**src/rtl/irq_recog_pkg.sv**
```systemverilog
package irq_recog_pkg;
    localparam int NSRC      = 9;
    localparam int NEDGE     = 4;
    localparam int S_SWX     = 0;
    localparam int S_MCHK    = 1;
    localparam int S_HALT    = 2;
    localparam int S_CFLUSH  = 3;
    localparam int S_SMGMT   = 4;
    localparam int S_INIT    = 5;
    localparam int S_NMI     = 6;
    localparam int S_INTR    = 7;
    localparam int S_CSTOP   = 8;

    typedef enum logic [1:0] {
        ST_OPEN   = 2'd0,
        ST_SHADOW = 2'd1,
        ST_HELD   = 2'd2
    } gate_st_e;
endpackage

```
**src/rtl/irq_edge_latch.sv**
```systemverilog
module irq_edge_latch #(
    parameter int W = 4
) (
    input  logic         clk_i,
    input  logic         rst_ni,
    input  logic [W-1:0] req_i,
    input  logic [W-1:0] clr_i,
    output logic [W-1:0] pend_o
);
    logic [W-1:0] prev_q;

    for (genvar g = 0; g < W; g++) begin : g_lat
        always_ff @(posedge clk_i or negedge rst_ni) begin
            if (!rst_ni) begin
                prev_q[g] <= 1'b0;
                pend_o[g] <= 1'b0;
            end else begin
                prev_q[g] <= req_i[g];
                if (req_i[g] && !prev_q[g])
                    pend_o[g] <= 1'b1;
                else if (clr_i[g])
                    pend_o[g] <= 1'b0;
            end
        end
    end
endmodule

```
**src/rtl/irq_block_unit.sv**
```systemverilog
module irq_block_unit (
    input  logic clk_i,
    input  logic rst_ni,
    input  logic nmi_take_i,
    input  logic iret_i,
    input  logic smm_take_i,
    input  logic smm_exit_i,
    output logic nmi_blk_o,
    output logic smm_blk_o
);
    always_ff @(posedge clk_i or negedge rst_ni) begin
        if (!rst_ni) begin
            nmi_blk_o <= 1'b0;
            smm_blk_o <= 1'b0;
        end else begin
            if (nmi_take_i)      nmi_blk_o <= 1'b1;
            else if (iret_i)     nmi_blk_o <= 1'b0;
            if (smm_take_i)      smm_blk_o <= 1'b1;
            else if (smm_exit_i) smm_blk_o <= 1'b0;
        end
    end
endmodule

```
**src/rtl/irq_prio_pick.sv**
```systemverilog
module irq_prio_pick #(
    parameter int W = 9
) (
    input  logic [W-1:0] req_i,
    output logic [W-1:0] gnt_o
);
    logic found;

    always_comb begin
        gnt_o = '0;
        found = 1'b0;
        for (int i = 0; i < W; i++) begin
            if (req_i[i] && !found) begin
                gnt_o[i] = 1'b1;
                found    = 1'b1;
            end
        end
    end
endmodule

```
**src/rtl/irq_recog.sv**
```systemverilog
module irq_recog
    import irq_recog_pkg::*;
(
    input  logic            clk_i,
    input  logic            rst_ni,
    input  logic            bnd_i,
    input  logic            ss_load_i,
    input  logic            busy_i,
    input  logic            swx_i,
    input  logic            mchk_i,
    input  logic            brdy_i,
    input  logic            halt_ni,
    input  logic            cflush_i,
    input  logic            smgmt_i,
    input  logic            init_i,
    input  logic            nmi_i,
    input  logic            intr_i,
    input  logic            cstop_i,
    input  logic            if_i,
    input  logic            mce_i,
    input  logic            iret_i,
    input  logic            smm_exit_i,
    input  logic            bus_busy_i,
    input  logic            wbe_i,
    input  logic            flush_wb_i,
    output logic [NSRC-1:0] rec_o,
    output logic            take_o
);
    gate_st_e state_q, state_d;

    logic [NEDGE-1:0] edge_req, edge_clr, edge_pend;
    logic             nmi_blk, smm_blk, mchk_q;
    logic [NSRC-1:0]  raw, stall_mask, elig, gnt;
    logic             stall, open_now;

    // Edge-captured sources, in priority order
    assign edge_req = {nmi_i, init_i, smgmt_i, cflush_i};
    assign edge_clr = {rec_o[S_NMI], rec_o[S_INIT], rec_o[S_SMGMT], rec_o[S_CFLUSH]};

    irq_edge_latch #(.W(NEDGE)) u_edge (
        .clk_i  (clk_i),
        .rst_ni (rst_ni),
        .req_i  (edge_req),
        .clr_i  (edge_clr),
        .pend_o (edge_pend)
    );

    irq_block_unit u_blk (
        .clk_i      (clk_i),
        .rst_ni     (rst_ni),
        .nmi_take_i (rec_o[S_NMI]),
        .iret_i     (iret_i),
        .smm_take_i (rec_o[S_SMGMT]),
        .smm_exit_i (smm_exit_i),
        .nmi_blk_o  (nmi_blk),
        .smm_blk_o  (smm_blk)
    );

    // Machine-check request follows the bus-ready sample
    always_ff @(posedge clk_i or negedge rst_ni) begin
        if (!rst_ni)               mchk_q <= 1'b0;
        else if (brdy_i)           mchk_q <= mchk_i;
        else if (rec_o[S_MCHK])    mchk_q <= 1'b0;
    end

    // Candidate requests with their own masks
    always_comb begin
        raw           = '0;
        raw[S_SWX]    = swx_i;
        raw[S_MCHK]   = mchk_q & mce_i;
        raw[S_HALT]   = ~halt_ni;
        raw[S_CFLUSH] = edge_pend[0];
        raw[S_SMGMT]  = edge_pend[1] & ~smm_blk;
        raw[S_INIT]   = edge_pend[2];
        raw[S_NMI]    = edge_pend[3] & ~nmi_blk;
        raw[S_INTR]   = intr_i & if_i;
        raw[S_CSTOP]  = cstop_i;
    end

    // Write-buffer stall applies to stack-pushing sources
    assign stall = bus_busy_i & ~wbe_i;
    always_comb begin
        stall_mask           = '0;
        stall_mask[S_SWX]    = 1'b1;
        stall_mask[S_MCHK]   = 1'b1;
        stall_mask[S_SMGMT]  = 1'b1;
        stall_mask[S_NMI]    = 1'b1;
        stall_mask[S_INTR]   = 1'b1;
        stall_mask[S_CFLUSH] = flush_wb_i;
    end
    assign elig = stall ? (raw & ~stall_mask) : raw;

    irq_prio_pick #(.W(NSRC)) u_pick (
        .req_i (elig),
        .gnt_o (gnt)
    );

    // State register
    always_ff @(posedge clk_i or negedge rst_ni) begin
        if (!rst_ni) state_q <= ST_OPEN;
        else         state_q <= state_d;
    end

    // Next-state logic
    always_comb begin
        state_d = state_q;
        unique case (state_q)
            ST_OPEN: begin
                if (busy_i)         state_d = ST_HELD;
                else if (ss_load_i) state_d = ST_SHADOW;
            end
            ST_SHADOW: begin
                if (busy_i)         state_d = ST_HELD;
                else if (ss_load_i) state_d = ST_SHADOW;
                else if (bnd_i)     state_d = ST_OPEN;
            end
            ST_HELD: begin
                if (busy_i)         state_d = ST_HELD;
                else if (ss_load_i) state_d = ST_SHADOW;
                else                state_d = ST_OPEN;
            end
            default:                state_d = ST_OPEN;
        endcase
    end

    // Outputs
    always_comb begin
        open_now = 1'b0;
        unique case (state_q)
            ST_OPEN:   open_now = bnd_i & ~ss_load_i & ~busy_i;
            ST_SHADOW: open_now = 1'b0;
            ST_HELD:   open_now = 1'b0;
            default:   open_now = 1'b0;
        endcase
        rec_o  = open_now ? gnt : '0;
        take_o = |rec_o;
    end
endmodule

```
**config.mk**
```make
export PLATFORM = sky130hd
export DESIGN_NAME = irq_recog
export DESIGN_NICKNAME = d
export VERILOG_FILES = /design/src/rtl/irq_recog_pkg.sv /design/src/rtl/irq_edge_latch.sv /design/src/rtl/irq_block_unit.sv /design/src/rtl/irq_prio_pick.sv /design/src/rtl/irq_recog.sv
export SDC_FILE = /design/constraint.sdc
export NUM_CORES = 1
export LEC_CHECK = 0
export ABC_AREA = 1
export ABC_CLOCK_PERIOD_IN_PS = 2900
export BUFFER_PORTS_ARGS = -buffer_cell sky130_fd_sc_hd__buf_4
export CAP_MARGIN = 20
export CORE_MARGIN = 5
export CORE_UTILIZATION = 28
export DETAILED_ROUTE_END_ITERATION = 16
export GPL_TIMING_DRIVEN = 1
export HOLD_SLACK_MARGIN = 0.1
export SKIP_CTS_REPAIR_TIMING = 1
export SLEW_MARGIN = 20
export SYNTH_ARGS = -nofsm -noshare
export SYNTH_HDL_FRONTEND = slang
export SYNTH_HIERARCHICAL = 1
export SYNTH_SLANG_ARGS = --single-unit
export TNS_END_PERCENT = 5
```
**constraint.sdc**
```tcl
create_clock -name clk_i -period 2.9 [get_ports clk_i]
set_input_delay 0.58 -clock clk_i [delete_from_list [all_inputs] [get_ports clk_i]]
set_output_delay 0.58 -clock clk_i [all_outputs]
set_load 0.1 [all_outputs]
```
After elaboration in Yosys (flattened, before gate mapping):

Index checks and enable logic that the tools add are counted.

* bits in registers: 13
* bits in latches: 0
* memory bits (writable): 0
* bits in read-only memories: 0
* output and inout port bits: 10
* word-level logic and storage cells: 106
* memories: 0

* add/subtract/negate cells: 0
* multipliers: 0
* div/mod/pow operators: 0
* order comparisons: 0
* equal/unequal tests: 4
* shift operators: 0
* mux-type cells: 41
* bitwise gates (word level): 15
* reduce and logical (&&, ||, !) cells: 34

Operator list (number)
* two-way mux 1 bit: 32
* two-way mux 9 bit: 2
* nonzero test 2 bit: 7
* logical AND 1 bit: 12
* zero test 1 bit: 12
* two-way mux 2 bit: 6
* bitwise AND 9 bit: 1
* NOT 8 -> 9 bit: 1
* OR reduction 9 bit: 1
* bitwise AND 1 bit: 7
* NOT 1 bit: 6
* one-hot mux 2 bit (3 select lines): 1
* != test 4 bit (second input constant): 1
* != test 3 bit (second input constant): 1
* equality test 2 x 1 -> 1 bit (second input constant): 1
* equality test 2 bit (second input constant): 1
* zero test 2 bit: 1
* AND reduction 2 bit: 1

Depth between registers and ports, before layout:

* word-level depth: 32
* depth in mapped cells: 14

By module:

The synthesis kept the hierarchy.

Modules (own cells, without submodules)
* irq_recog: times used 1, cells each 66, area each 386.6 sq um, sequential area each 75.1 sq um
* irq_edge_latch: times used 1, cells each 28, area each 275.3 sq um, sequential area each 200.2 sq um
* irq_prio_pick: times used 1, cells each 22, area each 111.4 sq um, sequential area each 0.0 sq um
* irq_block_unit: times used 1, cells each 10, area each 80.1 sq um, sequential area each 50.0 sq um

Worst setup path after synthesis:

OpenSTA, ideal clock, no wires.

* path kind: input -> output
* start: in bus_busy_i
* end: out rec_o[7]
* arrival time: 2675 ps
* slack: -355 ps
* stages on the path: 10
* cells stage by stage: inv_1 > nor2_1 > nor2_1 > nor2_2 > nand3_2 > nor2_2 > nand3_2 > nor2_1 > inv_1 > nor2_1

RTL lines
* from (decl): line irq_recog.sv:23 `input logic bus_busy_i,`
* bitwise AND 1 bit *: line irq_recog.sv:81 `assign stall = bus_busy_i & ~wbe_i;`
* two-way mux 9 bit *: line irq_recog.sv:91 `assign elig = stall ? (raw & ~stall_mask) : raw;`
* via elig[1]: line irq_recog.sv:33 `logic [NSRC-1:0] raw, stall_mask, elig, gnt;`
* logical AND 1 bit *: line irq_prio_pick.sv:13 `if (req_i[i] && !found) begin`
* two-way mux 1 bit *: line irq_prio_pick.sv:13
* zero test 1 bit: line irq_prio_pick.sv:13
* logical AND 1 bit: line irq_prio_pick.sv:13
* two-way mux 1 bit *: line irq_prio_pick.sv:13
* [... 9 more ...]
* zero test 1 bit: line irq_prio_pick.sv:13
* logical AND 1 bit: line irq_prio_pick.sv:13
* two-way mux 1 bit *: line irq_prio_pick.sv:13
* zero test 1 bit *: line irq_prio_pick.sv:13
* logical AND 1 bit *: line irq_prio_pick.sv:13
* two-way mux 1 bit *: line irq_prio_pick.sv:13
* via gnt[7]: line irq_recog.sv:33
* two-way mux 9 bit *: line irq_recog.sv:135 `rec_o = open_now ? gnt : '0;`
* to (decl): line irq_recog.sv:26 `output logic [NSRC-1:0] rec_o,`

The timed path passes the listed nets; every way through them passes the cells marked *.

Worst setup path in the final report:

* start: in wbe_i
* end: out take_o

RTL lines
* from (decl): line irq_recog.sv:24 `input logic wbe_i,`
* NOT 1 bit *: line irq_recog.sv:81
* bitwise AND 1 bit *: line irq_recog.sv:81
* two-way mux 9 bit *: line irq_recog.sv:91
* via elig[3]: line irq_recog.sv:33
* logical AND 1 bit *: line irq_prio_pick.sv:13
* two-way mux 1 bit *: line irq_prio_pick.sv:13
* zero test 1 bit: line irq_prio_pick.sv:13
* logical AND 1 bit: line irq_prio_pick.sv:13
* [... 5 more ...]
* logical AND 1 bit: line irq_prio_pick.sv:13
* two-way mux 1 bit *: line irq_prio_pick.sv:13
* zero test 1 bit *: line irq_prio_pick.sv:13
* logical AND 1 bit *: line irq_prio_pick.sv:13
* two-way mux 1 bit *: line irq_prio_pick.sv:13
* via gnt[7]: line irq_recog.sv:33
* two-way mux 9 bit *: line irq_recog.sv:135
* OR reduction 9 bit *: line irq_recog.sv:136 `take_o = |rec_o;`
* to (decl): line irq_recog.sv:27 `output logic take_o`

Marks and branches as above.

==> flow_summary.ini <==
[logic_synthesis]
synth_edf_count = 0
synth.distinct_cells = 19
synth.most_common_cell = inv_1
synthTopCellsByCount = inv_1 (37), nand2_1 (27), nor2_1 (22), dfrtp_1 (13)
synth_area_leaders = dfrtp_1 (38%), inv_1 (16%), nand2_1 (12%)
synth_top_area_cell = dfrtp_1
ys_ff_latch = 13
syn_nets = 151
yosysWarningCount = 6
avgSynthCellArea_sq_um = 6.77
async_reset_ff_share_pct = 100
synth_ff_type = dfrtp_1
netlist_area_sq_um = 853
yosysSeqAreaShare_pct = 38.1
synthCells = 126
synth_top_area_share_pct = 38.1

[global_routing]
grt_pass1_vias = 776
antenna_found_initial = 0
grt_usage_pct = 9.23
grt.overflow.total = 0
grt_first_pass_wirelength_um = 3170
grt_max_degree = 14

[route]
routed_wl_um = 1860
drt_iter0_markers = 18
postRouteAntennaNets = 0
drc_errors = 0
post_drt_wl_per_cell_um = 9.63
routed_via_density = 4.21
vias = 812
firstDrtPassIters = 4

[place]
post-dp-hpwl_um = 1570
io_buffers = 31
place_congestion = 0.782
placedCellCount = 189

[power]
static-leakage-power_nw = 0.661
power_density_mw_per_mm2 = 431
ir_worst_vdd_mv = 0.286
power_w = 0.000500

[sta]
setup_viol = 0
fin_skew_ns = 0.00230
min_period_ns = 2.62
hold_viol = 0
slew-limit-headroom_pct = 78.7
fin_crit_sh_pct = 90.4
whs_ns = 0.140
finalMaxSlewViolations = 0
worst_slew_pin_slew_ns = 0.319
fmax_mhz = 382
rsz0062_at_grt = false

[critical_path]
endpoint_kind = primary output
worstSetupPathType = primary input to primary output
cp.required_ns = 2.32
worst-path-max-fanout = 5
max_stage_delay_ns = 0.22
crit_chain = buf_4 -> nor2_4 -> nand2_1 -> nand2_1 -> inv_1 -> inv_1 -> nand3_2 -> nor2_2 -> nand3_2 -> nor2_1 -> inv_1 -> a21oi_1 -> nor2_1 -> nand2_1 -> buf_6
critPathLaunchType = primary input
worstPathArrival_ns = 2.04
slowest_stage = buf_6

[cts]
cts_root_buf = clkbuf_4
cts.clk_slew.worst_paths_ns = 0.08
numCtsBuffers = 3
cts.sink_count = 13
cts-htree-levels = 1
cts_tree = yes
clk_path_buf_depth = 2
clock_latency_ns = 0.27

[floorplanning]
die_h_um = 65.2
core_sq_mm = 0.00298
die_w_um = 65.2
dieArea_sq_mm = 0.00425
start_util_pct = 28.7
pin_count = 32
rows = 20

[run_status]
status = completed

[final_layout]
finalNonFillerCells = 193
layout.nets = 186
area_growth_pct = 35.9
drive_gt1_share_pct = 26.9
postLayoutCoreUtil_pct = 38.9
antenna_cells = 0

[hold_path]
hold_path_class = primary input to async pin

[flow_run]
drv_cap = 0
==> final timing paths <==
| path | from | cells past startpoint | end | slack, ns |
|---|---|---|---|---|
| setup / recovery | wbe_i | 15 | take_o | 0.28 |
| hold / removal | rst_ni | 1 | u_edge/prev_q[1] | 0.14 |
| setup reg to reg | mchk_q | 10 | u_edge/pend_o[3] | 1.39 |
| hold reg to reg | u_edge/prev_q[1] | 3 | u_edge/pend_o[1] | 0.47 |
| max in group asynchronous | rst_ni | 1 | u_blk/smm_blk_o | 2.60 |
| min in group clk_i | init_i | 1 | u_edge/prev_q[2] | 0.42 |
==> sequential cells by signal, indices dropped and copies added, names as in the netlist <==
signal	flops
u_blk/smm_blk_o	1
u_edge/pend_o	4
u_blk/nmi_blk_o	1
state_q	2
mchk_q	1
u_edge/prev_q	4
==> per-stage QoR <==
step | TNS (ns) | instance area [sq um] | setup WS, ns
2_1_floorplan | -1.47 | 856 | -0.354
3_3_place_gp | 0 | 1120 | 0.160
3_5_place_dp | 0 | 1120 | 0.0777
4_1_cts | 0 | 1150 | 0.0692
5_1_grt | 0 | 1160 | 0.0736
6_report | 0 | 1160 | 0.279
==> power by group <==
| part | total (W) | switching, W | internal (W) |
|---|---|---|---|
| logic | 0.000179 | 0.000112 | 0.0000675 |
| registers | 0.000212 | 0.0000120 | 0.000200 |
| clock network | 0.000109 | 0.0000559 | 0.0000532 |
| total | 0.000500 | 0.000180 | 0.000320 |
==> per-layer routing <==
layer	vias up	global-route usage, %	share of wire (%)
met5	-	0	0
met4	0	4.66	1.1
met3	2	1.54	6.6
met2	21	15.5	47
met1	349	11.3	45
li1	440	-	-
==> critical path, delay by kind of cell <==
kind | cells | cell delay (ns)
buf+inv | 5 | 0.53
compound gates | 1 | 0.16
simple gates | 9 | 0.77
==> cells by family after synthesis <==
family	after synthesis	synth area share, %
AOI/OAI and AO/OA	8	5.28
DFF	13	38.1
adders and majority gates	3	4.40
buffers and inverters	38	17.2
and+or+nand+nor	64	35.0
==> area by class of cell <==
type	instances	area, sq um
clock buffer	4	26.3
sequential	13	325
multi-input combinational	75	392
timing repair buffer	31	236
tap	33	41.3
fill	324	1820
inverter	37	139
==> cell usage in the layout, fill, tap and decap left out <==
cell type  count
nor3_1         2
nand2_1       27
a21oi_1        4
o21ai_0        2
nor4_1         1
nor2_4         2
nand4_1        4
nand3b_1       1
nand3_4        1
buf_6          1
ha_1           3
nor2_2         3
o22ai_1        1
clkbuf_4       3
nand3_1        1
inv_1         37
buf_4         30
clkbuf_1       1
dfrtp_1       13
nor2_1        20
o21ai_2        1
nand3_2        2
(Power assumes the default switching activity.)
